**config.mk**
```make
export PLATFORM = sky130hd
export DESIGN_NAME = crb_unit
export DESIGN_NICKNAME = d
export VERILOG_FILES = /design/src/rtl/crb_pkg.sv /design/src/rtl/crb_decode.sv /design/src/rtl/crb_cond_eval.sv /design/src/rtl/crb_target_add.sv /design/src/rtl/crb_unit.sv
export SDC_FILE = /design/constraint.sdc
export NUM_CORES = 1
export LEC_CHECK = 0
export BUFFER_PORTS_ARGS = -buffer_cell sky130_fd_sc_hd__buf_2
export CAP_MARGIN = 5
export CORE_ASPECT_RATIO = 0.75
export CORE_UTILIZATION = 45
export CTS_BUF_LIST = sky130_fd_sc_hd__clkbuf_2 sky130_fd_sc_hd__clkbuf_4 sky130_fd_sc_hd__clkbuf_8
export DETAILED_ROUTE_END_ITERATION = 10
export PLACE_DENSITY = 0.72
export REMOVE_ABC_BUFFERS = 1
export SETUP_SLACK_MARGIN = 0.5
export SLEW_MARGIN = 20
export SYNTH_ARGS = -nofsm -noshare
export SYNTH_HDL_FRONTEND = slang
export SYNTH_SLANG_ARGS = --single-unit
```
**constraint.sdc**
```tcl
create_clock -name clk -period 2.6 [get_ports clk]
set_clock_uncertainty 0.2 [all_clocks]
set_input_delay 0.13 -clock clk [delete_from_list [all_inputs] [get_ports clk]]
set_output_delay 0.13 -clock clk [all_outputs]
set_load 0.01 [all_outputs]
```
**src/rtl/crb_pkg.sv**
```systemverilog
package crb_pkg;
    localparam int INSTR_W = 16;
    localparam int ADDR_W  = 20;
    localparam int OFS_W   = 10;
    localparam int OP_W    = 3;
    localparam int CND_W   = 3;
    localparam logic [OP_W-1:0] JUMP_OPCODE = 3'b001;

    typedef enum logic [CND_W-1:0] {
        COND_ZC = 3'd0,
        COND_ZS = 3'd1,
        COND_CC = 3'd2,
        COND_CS = 3'd3,
        COND_NS = 3'd4,
        COND_GE = 3'd5,
        COND_LT = 3'd6,
        COND_AL = 3'd7
    } cond_e;

    typedef struct packed {
        logic n;
        logic z;
        logic c;
        logic v;
    } flags_t;

    typedef enum logic {
        ST_HOLD = 1'b0,
        ST_LOAD = 1'b1
    } upd_e;
endpackage

```
**src/rtl/crb_decode.sv**
```systemverilog
module crb_decode
    import crb_pkg::*;
#(
    parameter int IW = INSTR_W,
    parameter int OW = OFS_W
) (
    input  logic [IW-1:0] word_i,
    output logic          is_jump_o,
    output cond_e         cond_o,
    output logic [OW-1:0] offset_o
);
    localparam int OP_LSB  = IW - OP_W;
    localparam int CND_LSB = OP_LSB - CND_W;

    always_comb begin
        is_jump_o = (word_i[IW-1:OP_LSB] == JUMP_OPCODE);
        cond_o    = cond_e'(word_i[OP_LSB-1:CND_LSB]);
        offset_o  = word_i[OW-1:0];
    end
endmodule

```
**src/rtl/crb_cond_eval.sv**
```systemverilog
module crb_cond_eval
    import crb_pkg::*;
(
    input  cond_e  cond_i,
    input  flags_t flags_i,
    output logic   pass_o
);
    logic lt;

    always_comb begin
        lt = flags_i.n ^ flags_i.v;
        unique case (cond_i)
            COND_ZC: pass_o = ~flags_i.z;
            COND_ZS: pass_o =  flags_i.z;
            COND_CC: pass_o = ~flags_i.c;
            COND_CS: pass_o =  flags_i.c;
            COND_NS: pass_o =  flags_i.n;
            COND_GE: pass_o = ~lt;
            COND_LT: pass_o =  lt;
            COND_AL: pass_o = 1'b1;
            default: pass_o = 1'b0;
        endcase
    end
endmodule

```
**src/rtl/crb_target_add.sv**
```systemverilog
module crb_target_add
    import crb_pkg::*;
#(
    parameter int AW = ADDR_W,
    parameter int OW = OFS_W
) (
    input  logic [AW-1:0] pc_i,
    input  logic [OW-1:0] offset_i,
    output logic [AW-1:0] target_o
);
    localparam int EXT_W = AW - OW - 1;

    logic [AW-1:0] byte_ofs;

    generate
        if (EXT_W > 0) begin : g_ext
            assign byte_ofs = {{EXT_W{offset_i[OW-1]}}, offset_i, 1'b0};
        end else begin : g_trim
            assign byte_ofs = {offset_i[AW-2:0], 1'b0};
        end
    endgenerate

    assign target_o = pc_i + byte_ofs;
endmodule

```
**src/rtl/crb_unit.sv**
```systemverilog
module crb_unit
    import crb_pkg::*;
#(
    parameter int IW = INSTR_W,
    parameter int AW = ADDR_W,
    parameter int OW = OFS_W
) (
    input  logic          clk,
    input  logic          rst,
    input  logic          valid_i,
    input  logic [IW-1:0] instr_i,
    input  logic [AW-1:0] pc_i,
    input  logic          flag_n_i,
    input  logic          flag_z_i,
    input  logic          flag_c_i,
    input  logic          flag_v_i,
    output logic          taken_o,
    output logic [AW-1:0] next_pc_o,
    output logic          is_jump_o
);
    logic          dec_jump;
    cond_e         dec_cond;
    logic [OW-1:0] dec_ofs;
    logic          cond_pass;
    logic [AW-1:0] tgt;
    flags_t        flags;
    upd_e          upd;

    logic          taken_d, jump_d;
    logic [AW-1:0] pc_d;
    logic          taken_q, jump_q;
    logic [AW-1:0] pc_q;

    assign flags = '{n: flag_n_i, z: flag_z_i, c: flag_c_i, v: flag_v_i};

    crb_decode #(.IW(IW), .OW(OW)) u_dec (
        .word_i    (instr_i),
        .is_jump_o (dec_jump),
        .cond_o    (dec_cond),
        .offset_o  (dec_ofs)
    );

    crb_cond_eval u_cond (
        .cond_i  (dec_cond),
        .flags_i (flags),
        .pass_o  (cond_pass)
    );

    crb_target_add #(.AW(AW), .OW(OW)) u_add (
        .pc_i     (pc_i),
        .offset_i (dec_ofs),
        .target_o (tgt)
    );

    always_comb begin
        upd     = valid_i ? ST_LOAD : ST_HOLD;
        taken_d = taken_q;
        jump_d  = jump_q;
        pc_d    = pc_q;
        unique case (upd)
            ST_LOAD: begin
                jump_d  = dec_jump;
                taken_d = dec_jump & cond_pass;
                pc_d    = (dec_jump & cond_pass) ? tgt : pc_i;
            end
            ST_HOLD: begin
                taken_d = taken_q;
            end
            default: begin
                taken_d = taken_q;
            end
        endcase
    end

    always_ff @(posedge clk) begin
        if (rst) begin
            taken_q <= 1'b0;
            jump_q  <= 1'b0;
            pc_q    <= '0;
        end else begin
            taken_q <= taken_d;
            jump_q  <= jump_d;
            pc_q    <= pc_d;
        end
    end

    assign taken_o   = taken_q;
    assign is_jump_o = jump_q;
    assign next_pc_o = pc_q;
endmodule

```
---- Word-level counts from Yosys, hierarchy flattened ----
Index checks and enable logic that the tools add are counted.
cells by class
  add/subtract/negate cells ............... 1
  eq/ne operators ......................... 8
  multiplexer cells ....................... 4
  bitwise gates (word level) .............. 5
  reduce and logical (&&, ||, !) cells .... 1
operators by type and width
  operator            number
  $add 20x20->20      1
  $mux 20             1
  $eq 3x3->1 const B  4
  $pmux 1 s8          1
  $eq 3x1->1 const B  2
  $eq 3x2->1 const B  2
  $logic_not 3->1     1
  $not 1->1           3
  $mux 1              2
  $and 1x1->1         1
  $xor 1x1->1         1
word-level totals
  bits in registers ....................... 22
  input port bits ......................... 43
  output and inout port bits .............. 22
  logic and storage cells ................. 22

---- Longest topological paths before layout ----
  depth after elaboration ................. 5
  depth in mapped cells ................... 10
  depth with buffers taken out ............ 10

---- By module ----
From an unflattened synthesis, not the netlist that was laid out.
unflattened totals
  cells, all modules ...................... 262
  area total of the unflattened synthesis .. 2,172.1 µm²
by module, submodules not included
  module          times used  cells an instance  area each (µm²)  seq. area each (µm²)
  crb_unit        1           124                1,136.1          440.4
  crb_target_add  1           118                854.6            0.0
  crb_decode      1           14                 110.1            0.0
  crb_cond_eval   1           6                  71.3             0.0

---- Least setup slack after synthesis ----
No wires, ideal clock.
  path type ............................... input to register
  from .................................... in instr_i[0]
  to ...................................... reg pc_q[15] (netlist: next_pc_o[15])
  setup time .............................. 0.088 ns
  arrival time ............................ 1.773 ns
  required time ........................... 2.312 ns
  slack ................................... 0.539 ns
  stages on the path ...................... 9
  buffers on the path ..................... 0
  cells stage by stage .................... ha_1 inv_1 fa_1 nor2b_1 o31a_2 nor3_1 o21ba_2 or3_1 a311oi_2
between the ends
  word-level cells in the longest chain between the ends .. 2
ends and longest elaborated chain
  element               line                  RTL
  from (decl)           crb_unit.sv:11        input logic [IW-1:0] instr_i,
  $add 20x20->20        crb_target_add.sv:23  assign target_o = pc_i + byte_ofs;
  $mux 20               crb_unit.sv:64        pc_d = (dec_jump & cond_pass) ? tgt : pc_i;
  to (signal assigned)  crb_unit.sv:83        pc_q <= pc_d;
  to (decl)             crb_unit.sv:32        logic [AW-1:0] pc_q;
No other way between the ends.
A chain may end at the register's enable or synchronous reset.

---- Worst setup path after layout ----
  from .................................... in instr_i[9]
  to ...................................... reg pc_q[12] (netlist: next_pc_o[12])
The elaborated chain is that of the path after synthesis.

==> flow_summary.rst <==
.. list-table::
   :header-rows: 1

   * - Metric
     - Value
   * - Result of the run
     - completed
   * - Leakage power of the design
     - 1.171 nW
   * - Initial Utilization
     - 0.4777
   * - Post-Synthesis Mean Instance Area
     - 7.541 um2
   * - RSZ-0062 raised after global routing
     - true
   * - Most area-consuming cells after synthesis
     - dfxtp_1 22%, ha_1 11%, nand2_1 6.3%
   * - Warning count from the yosys run
     - 0
   * - Hold path startpoint
     - instr_i[14]
   * - I/O pin count
     - 65
   * - Most frequent cell after synthesis
     - nand2_1
   * - Worst setup path start
     - instr_i[9]
   * - Routed vias/inst
     - 5.708
   * - Max Root-Sink Buffers
     - 2
   * - Latest clock arrival within the worst-skew pair
     - 0.27 ns
   * - Average detailed-routed wire length per instance
     - 14.87 um
   * - Global Route met3 Usage
     - 0.03231
   * - H-tree depth
     - 1
   * - Root Buffer Master
     - clkbuf_8
   * - Power density over cell area
     - 436.9 nW/um2
   * - Final non-filler cell total
     - 384
   * - Residual DRC
     - 0
   * - Startpoint types
     - input port
   * - Remaining antenna violation count after routing
     - 0
   * - Global-route wire length before repair
     - 9025 um
   * - Count of flip-flops with a built-in enable after synthesis
     - 0
   * - Endpoint kind of the worst setup timing path
     - flop
   * - GR Overflow Total
     - 0
   * - Via count of the first global-routing pass
     - 1954
   * - Area leader, netlist
     - dfxtp_1
   * - Library cells used by synthesis
     - 51
   * - Area growth from synthesis to final layout
     - 32.42%
   * - Worst vdd ir
     - 0.2266 mV
   * - Worst reg2reg path startpoint
     - next_pc_o[18]
   * - Floorplan die width
     - 78.22 um
   * - Number of violations reported at the end of detailed-routing iteration 0
     - 150
   * - Summed negative setup slack over all endpoints
     - 0 ns
   * - Fin crit share
     - 0.7904
   * - Share of the core filled with cells
     - 0.6326
   * - Area of the mapped netlist
     - 1961 um2
   * - Count of nets after finishing
     - 392
   * - Total CTS buffers
     - 3
   * - Count of vias placed by the detailed router
     - 2192
   * - Cells after Synth
     - 260
   * - Overall global routing resource usage
     - 0.2450
   * - Final wirelength
     - 5711 um
   * - Most frequent cells after synthesis
     - 33 x nand2_1, 28 x nor2_1, 23 x a21oi_1
   * - Min Clock Period, post-route
     - 2.055 ns
   * - Clock sink count
     - 22
   * - Highest Clock Rate
     - 0.4866 GHz
   * - Largest net degree at the start of global routing
     - 32
   * - Share of synthesized area occupied by flip-flops and latches
     - 0.2246
   * - Crit path max fanout
     - 10
   * - Weighted congestion reported at the end of routability-driven placement
     - 0.9170
   * - Clk pin slew, worst setup/hold paths
     - 0.09 ns
   * - Met1 Usage GRT
     - 0.3430
   * - Clock tree from TritonCTS
     - done
   * - Count of buffers from port buffering
     - 64
   * - Critical path required time
     - 2.59 ns
   * - FP Rows
     - 20
   * - Placeable core region
     - 4104 um2
   * - Relative slew slack
     - 0.5341
   * - Post-synth top area share
     - 0.2246
   * - Vertical die dimension
     - 59.17 um
   * - Count of state elements after synthesis
     - 22
   * - Total Die Area
     - 4628 um2
   * - Most used flip-flop cell after synthesis
     - dfxtp_1
   * - Detailed-router iteration count before antenna repair
     - 4
   * - Max capacitance violation total
     - 0
   * - Final HPWL from detailed placement
     - 4003 um
   * - Setup-violating endpoint count in the final report
     - 0
   * - Async SR Flop Fraction
     - 0
   * - Pin slew with the least headroom to its limit
     - 0.6989 ns
   * - Kind of critical path
     - input port to flop
   * - Share of cells above drive strength 1
     - 0.2736
   * - Crit path arrival time
     - 2.05 ns
   * - Hold/Removal Path Class
     - input port to flop
   * - Number of antenna diodes
     - 0
   * - Count of endpoints failing hold in the final timing report
     - 0
   * - Met2 usage in global routing
     - 0.4048
   * - Number of antenna violations at the first check in global routing
     - 0
   * - Slew Limit Fails
     - 0
   * - # Post-CTS Setup Buffers
     - 0
   * - Gr busiest metal
     - met2
   * - Number of placed instances with taps included
     - 369
## path summary, 6_finish.rpt
path,endpoint,slack [ns],cells past startpoint
worst max register to register,next_pc_o[18],1.59,3
worst min register to register,next_pc_o[4],0.29,2
worst min-delay path,is_jump_o,0.02,4
worst max-delay path,next_pc_o[12],0.54,8
## per-stage QoR
step | hold WS, ns | instance area, um2 | total power [mW] | worst slack (ns)
after floorplan | -0.002138 | 1899 | 0.6318 | 0.5392
after global placement | 0.1710 | 2296 | 0.7548 | 0.3135
after detailed placement | 0.1892 | 2296 | 0.7595 | 0.2310
after CTS | 0.001535 | 2477 | 1.106 | 0.5110
after global routing | 0.02821 | 2596 | 1.203 | 0.4564
final | 0.02407 | 2596 | 1.134 | 0.5448
## area by class of cell
class	count	area [um2]
Clock buffer	3	41.29
Clock inverter	1	30.03
Fill cell	370	1508
Inverter	10	37.54
Multi-Input combinational cell	217	1524
Sequential cell	22	440.4
Tap cell	55	68.82
Timing Repair Buffer	76	454.2
## logic make-up after synthesis
logic type | after synthesis | synth area share
adders and majority gates | 19 | 0.1251
AOI/OAI and AO/OA | 84 | 0.2878
and+or+nand+nor | 97 | 0.2336
xor gates and xnor gates | 13 | 0.05807
DFF | 22 | 0.2246
muxes | 4 | 0.02042
buffers and inverters | 21 | 0.05041
## power breakdown
group,switching (mW),internal [mW],total (mW),leakage [nW]
clock,0.125,0.206,0.331,0.0357
combinational,0.239,0.193,0.433,0.953
sequential,0.0110,0.360,0.371,0.182
total,0.375,0.759,1.13,1.17
## per-layer routing
layer | part of all wire | up-vias
met2 | 0.46 | 86
met5 | 0 | -
met1 | 0.46 | 1002
li1 | - | 1092
met3 | 0.061 | 12
met4 | 0.016 | 0
## critical path, cell delays in order
cell and delay, ns:
buf_2 0.31, ha_4 0.28, a21oi_2 0.23, nand2_1 0.11
a221o_1 0.37, a41oi_2 0.23, nand3_1 0.11, a311oi_1 0.27
## timing repair
action,4_1_cts,5_1_grt
hold endpoints to repair,11,0
gates resized for setup,0,23
endpoints found under the setup margin,0,6
hold buffers,11,0
## flip-flops by register name (all words and copies together) (netlist names)
| name | cells |
|---|---|
| is_jump_o | 1 |
| next_pc_o | 20 |
| taken_o | 1 |
## layout by cell type (no fill, tap or decap), types with 5 or more instances in the layout
| master | instances |
|---|---|
| dfxtp_1 | 22 |
| a311oi_1 | 8 |
| dlygate4sd3_1 | 11 |
| ha_4 | 5 |
| a21oi_1 | 23 |
| a31oi_1 | 7 |
| inv_1 | 8 |
| xor2_1 | 7 |
| nand2_1 | 33 |
| buf_2 | 62 |
| o21ai_1 | 7 |
| a21o_1 | 7 |
| nor2_1 | 28 |
| xnor2_1 | 6 |
| o21ai_0 | 7 |
| nand3_1 | 7 |
| ha_1 | 13 |
Note: power is estimated with default switching activity, not from simulation.
